<file path="src/rtl/fp16_sint_cvt.sv">
module fp16_sint_cvt #(
  parameter int FRAC_W = 24,
  parameter int FX_W   = 40
) (
  input  logic        clk,
  input  logic        rst_n,
  input  logic [15:0] src,
  input  logic [1:0]  rm_global,
  input  logic [1:0]  rm_op,
  input  logic        op_rm_en,
  input  logic        src_in_reg,
  input  logic        mode64,
  input  logic        wide_sel,
  output logic [63:0] result,
  output logic        invalid,
  output logic        inexact
);
  localparam int INT_W = FX_W - FRAC_W;

  logic              sgn;
  logic [4:0]        expo;
  logic [9:0]        man;
  logic              special;
  logic [FX_W-1:0]   fx;
  logic [INT_W-1:0]  whole;
  logic [FRAC_W-1:0] rest;
  logic              lost, half, tail, bump, wide;
  logic [1:0]        rm;
  logic [INT_W:0]    mag;
  logic [63:0]       sval, nxt;
  logic              wide_q, started;

  assign sgn     = src[15];
  assign expo    = src[14:10];
  assign man     = src[9:0];
  assign special = &expo;
  assign wide    = mode64 & wide_sel;
  assign rm      = (op_rm_en && src_in_reg) ? rm_op : rm_global;

  assign fx = (expo == 5'd0) ? FX_W'(man)
                             : (FX_W'({1'b1, man}) << (expo - 5'd1));

  assign whole = fx[FX_W-1:FRAC_W];
  assign rest  = fx[FRAC_W-1:0];
  assign lost  = |rest;
  assign half  = rest[FRAC_W-1];
  assign tail  = |rest[FRAC_W-2:0];

  always_comb begin
    case (rm)
      2'b00:   bump = half & (tail | whole[0]);
      2'b01:   bump = lost & sgn;
      2'b10:   bump = lost & ~sgn;
      default: bump = 1'b0;
    endcase
  end

  assign mag  = {1'b0, whole} + (INT_W+1)'(bump);
  assign sval = sgn ? -(64'(mag)) : 64'(mag);

  always_comb begin
    if (special)   nxt = wide ? 64'h8000_0000_0000_0000 : 64'h0000_0000_8000_0000;
    else if (wide) nxt = sval;
    else           nxt = {32'h0, sval[31:0]};
  end

  always_ff @(posedge clk) begin
    if (!rst_n) begin
      result  <= '0;
      invalid <= 1'b0;
      inexact <= 1'b0;
      wide_q  <= 1'b0;
      started <= 1'b0;
    end else begin
      result  <= nxt;
      invalid <= special;
      inexact <= special | lost;
      wide_q  <= wide;
      started <= 1'b1;
    end
  end

  AST_INDEF_ON_INVALID: assert property (@(posedge clk) disable iff (!rst_n)
    invalid |-> result == (wide_q ? 64'h8000_0000_0000_0000 : 64'h0000_0000_8000_0000));
  AST_INVALID_SETS_PRECISION: assert property (@(posedge clk) disable iff (!rst_n)
    invalid |-> inexact);
  AST_NARROW_UPPER_CLEAR: assert property (@(posedge clk) disable iff (!rst_n)
    !wide_q |-> result[63:32] == 32'h0);
  AST_INVALID_ONLY_SPECIAL: assert property (@(posedge clk) disable iff (!rst_n)
    started |-> invalid == (&$past(src[14:10])));
  AST_NEG_ZERO_CLEAN: assert property (@(posedge clk) disable iff (!rst_n)
    (started && $past(src[14:0]) == 15'h0) |-> (result == 64'h0 && !invalid && !inexact));
  AST_WIDE_NEEDS_MODE: assert property (@(posedge clk) disable iff (!rst_n)
    (started && !$past(mode64)) |-> result[63:32] == 32'h0);
endmodule

</file>
<file path="config.mk">
export PLATFORM = sky130hd
export DESIGN_NAME = fp16_sint_cvt
export DESIGN_NICKNAME = d
export VERILOG_FILES = /design/src/rtl/fp16_sint_cvt.sv
export SDC_FILE = /design/constraint.sdc
export NUM_CORES = 1
export LEC_CHECK = 0
export BUFFER_PORTS_ARGS = -buffer_cell sky130_fd_sc_hd__buf_2
export CORE_UTILIZATION = 30
export CTS_CLUSTER_DIAMETER = 200
export DETAILED_ROUTE_END_ITERATION = 10
export SYNTH_ARGS = -nofsm -noshare
export SYNTH_HDL_FRONTEND = slang
export SYNTH_SLANG_ARGS = --single-unit
</file>
<file path="constraint.sdc">
create_clock -name clk -period 6.8 [get_ports clk]
set_input_delay 0.68 -clock clk [delete_from_list [all_inputs] [get_ports clk]]
set_output_delay 0.68 -clock clk [all_outputs]
set_load 0.02 [all_outputs]
</file>
==> key figures <==
Routing
  • Routed vias: 3,887
  • Post-Route WL: between 10 and 15 mm
  • Drt first pass iters: 4
  • Drt initial violations: roughly 240
  • Routed WL per cell: about 16 um
  • Vias per cell: about 5.2
  • Antenna-violating nets left: 0
  • # DRC: 0

Power
  • Comb power frac: 0.382
  • Seq pwr share: 0.317
  • Worst vdd ir: between 0.0001 and 0.00015 V
  • Pleak: roughly 2.1 nW
  • Switching share of power: 0.340
  • Psw: ~0.35 mW
  • Clk pwr share: 0.301
  • Internal: 0.688 mW
  • Pwr Density: ~220 nW/um2

Timing
  • Crit path time final: 6.35 ns
  • RSZ-0062 raised after global routing: false
  • TNS Setup: 0 ns
  • Fin crit share: 0.933
  • Fin. Hold Viols: 0
  • Normalized max-slew margin: 0.296
  • Setup violations, final: 0
  • Worst slew pin tran: around 1.1 ns
  • Maximum clock frequency: 158 MHz
  • Slew Limit Fails: 0

Placement
  • Hpwl dp: a little over 9 mm
  • Placer congestion estimate: approximately 0.9
  • Port Buffer Count: between 90 and 100

Floorplanning
  • Chip width: around 120 um
  • Die area: 14,000 um2
  • Area of the core: 13,200 um2
  • Rows: 42
  • Die boundary height: approximately 120 um
  • Ports: slightly above 90
  • Initial Util: 0.307

Setup path
  • Arrival time worst endpoint: around 6.5 ns
  • Required @ worst endpoint: ~7 ns
  • Startpoint types: primary input
  • CP endpoint kind: flip-flop
  • Setup CP Type: in -> reg
  • CP max FO: 20

GRT
  • Initial antenna violation count: 0
  • Largest net degree at the start of global routing: 42
  • First-pass GRT wire length: between 15 and 20 mm
  • GRT Residual Overflow: 0
  • Vias in the first global route: around 3,800
  • Tot GR Track Use: 0.170

Clock tree
  • Hold_buf cts: 0
  • Max H-tree Level: 2
  • CTS tree: built
  • CTS max path bufs: 2
  • Clock tree sinks: 51
  • CTS clk-pin slew, worst paths: ~0.070 ns
  • Num CTS Buffers: 5
  • CTS Root Buffer Type: clkbuf_16

Finish
  • Ant diodes: 0
  • Layout cells sized above 1: 0.288
  • Area grow syn2layout: 18.9%
  • Net count, final: 600
  • Core Util, Final: 0.365

Yosys
  • Async SR Flop Fraction: 0
  • Post-synthesis cell area: roughly 4100 um2
  • Commonest cells post-synth: dfxtp_1, nor2_1, nand2_1
  • Synth area leader: dfxtp_1
  • Cells after Synth: about 500
  • Distinct cells, synth: 79
  • Most common cell in the synthesized netlist: dfxtp_1
  • Synth top area share: 0.251
  • Ys flop type: dfxtp_1
  • Synthesized area per cell: a little over 8 um2
  • Post-synth EDFFs: 0
  • Syn_nets: roughly 530
  • Dominant cells by area after synthesis: dfxtp_1, buf_4, nor2_1
  • #FFs+latches synth: 51
  • Seq/Total Area, Yosys: 0.251
  • Yosys warnings: 0

Min path
  • Worst Hold Class: in -> reg

Job
  • # Max-Cap Violations: 0

Status
  • Status: completed
-- critical path, stage by stage --
cell and delay [ns]:
buf_2 0.18, inv_1 0.08, ha_1 0.32, buf_12 0.17, mux2_2 0.38, or2_2 0.32, a211oi_1 0.33, o221ai_1 0.23
nand2_1 0.16, o2111ai_1 0.10, or4_1 0.51, o31a_1 0.32, a41oi_1 0.22, a21oi_1 0.07, ha_1 0.20, ha_1 0.24
a21oi_1 0.15, o21a_1 0.11, o21ai_0 0.08, a31oi_1 0.17, a211oi_1 0.10, a2111oi_2 0.40, and2_1 0.33, nand3_4 0.12
o21a_1 0.30, and3_1 0.23
-- area by class of cell --
cell class	instances	area, um2
Multi-Input combinational cell	380	2720
Clock buffer	5	125
Clock inverter	3	67.6
Tap cell	176	220
Inverter	12	45.0
Sequential cell	51	1020
Fill cell	1436	8410
Timing Repair Buffer	114	641
-- placed cells by master, fill, tap and decap left out, types with 3 or more instances in the layout --
cell type	count
buf_2	91
dfxtp_1	51
nor2_1	46
nand2_1	38
a21oi_1	27
buf_4	22
o21ai_0	17
o21a_1	17
mux2i_1	15
nor3_1	15
nand3_1	13
xnor2_1	13
mux2_2	12
and3_1	12
inv_1	11
xor2_1	10
nor2b_1	10
ha_1	10
nand4_1	8
o211ai_1	7
a31oi_1	6
and2_1	6
mux4_2	5
or2_2	5
a41oi_1	5
clkbuf_16	5
a32oi_1	4
o31a_1	4
a211oi_1	4
o21ai_1	4
and3b_1	4
or4_1	3
nand2b_1	3
nor4_1	3
o311ai_0	3
-- per-layer routing --
layer	GRT usage	share of wire	vias to the layer above
met1	0.214	0.46	1825
li1	-	-	1936
met4	0.0427	0.013	0
met2	0.308	0.50	111
met5	0	0	-
met3	0.0179	0.036	15
-- path summary, 6_finish.rpt --
path                    start                     to  cells after the start
worst min-delay path    rst_n     inexact$_SDFF_PN0_                      2
worst max-delay path  src[11]  result[51]$_SDFF_PP0_                     26
-- kinds of logic (layout without fill, tap and decap cells) --
family | Yosys count | after routing | synth area share
compound gates | 128 | 128 | 0.237
xor+xnor | 24 | 24 | 0.0563
fa+ha+maj | 10 | 10 | 0.0308
buf+inv | 60 | 134 | 0.0812
flops | 51 | 51 | 0.251
mux | 33 | 33 | 0.103
other cells | 1 | 1 | 0.000922
simple gates | 184 | 184 | 0.240
-- state kept, by name, indices dropped and copies added (netlist names) --
register / count
invalid: 1
result: 49
inexact: 1
-- metrics by stage --
stage / hold slack, ns / std cells / setup slack [ns] / cell area (um2) / power [mW]
detailed placement: 0.972 / 733 / 0.113 / 4640 / 0.734
global route: 0.679 / 741 / 0.0271 / 4840 / 1.10
CTS: 0.664 / 741 / 0.387 / 4840 / 1.05
floorplan: 0.808 / 491 / 0.154 / 4070 / 0.622
global placement: 0.961 / 733 / 0.193 / 4640 / 0.731
finish: 0.674 / 741 / 0.455 / 4840 / 1.04
-- power groups by stage --
stage,clock network (mW),registers [mW],logic (mW)
finish,0.314,0.331,0.398
global route,0.336,0.333,0.435
CTS,0.320,0.331,0.398
detailed placement,0,0.338,0.396
global placement,0,0.338,0.393
floorplan,0,0.371,0.251
-- repair_timing --
| action | 4_1_cts | 5_1_grt |
|---|---|---|
| buffers inserted | 0 | 0 |
| endpoints found under the setup margin | 0 | 10 |
| resized for setup | 0 | 1 |
Power figures use the tool's default switching activity.
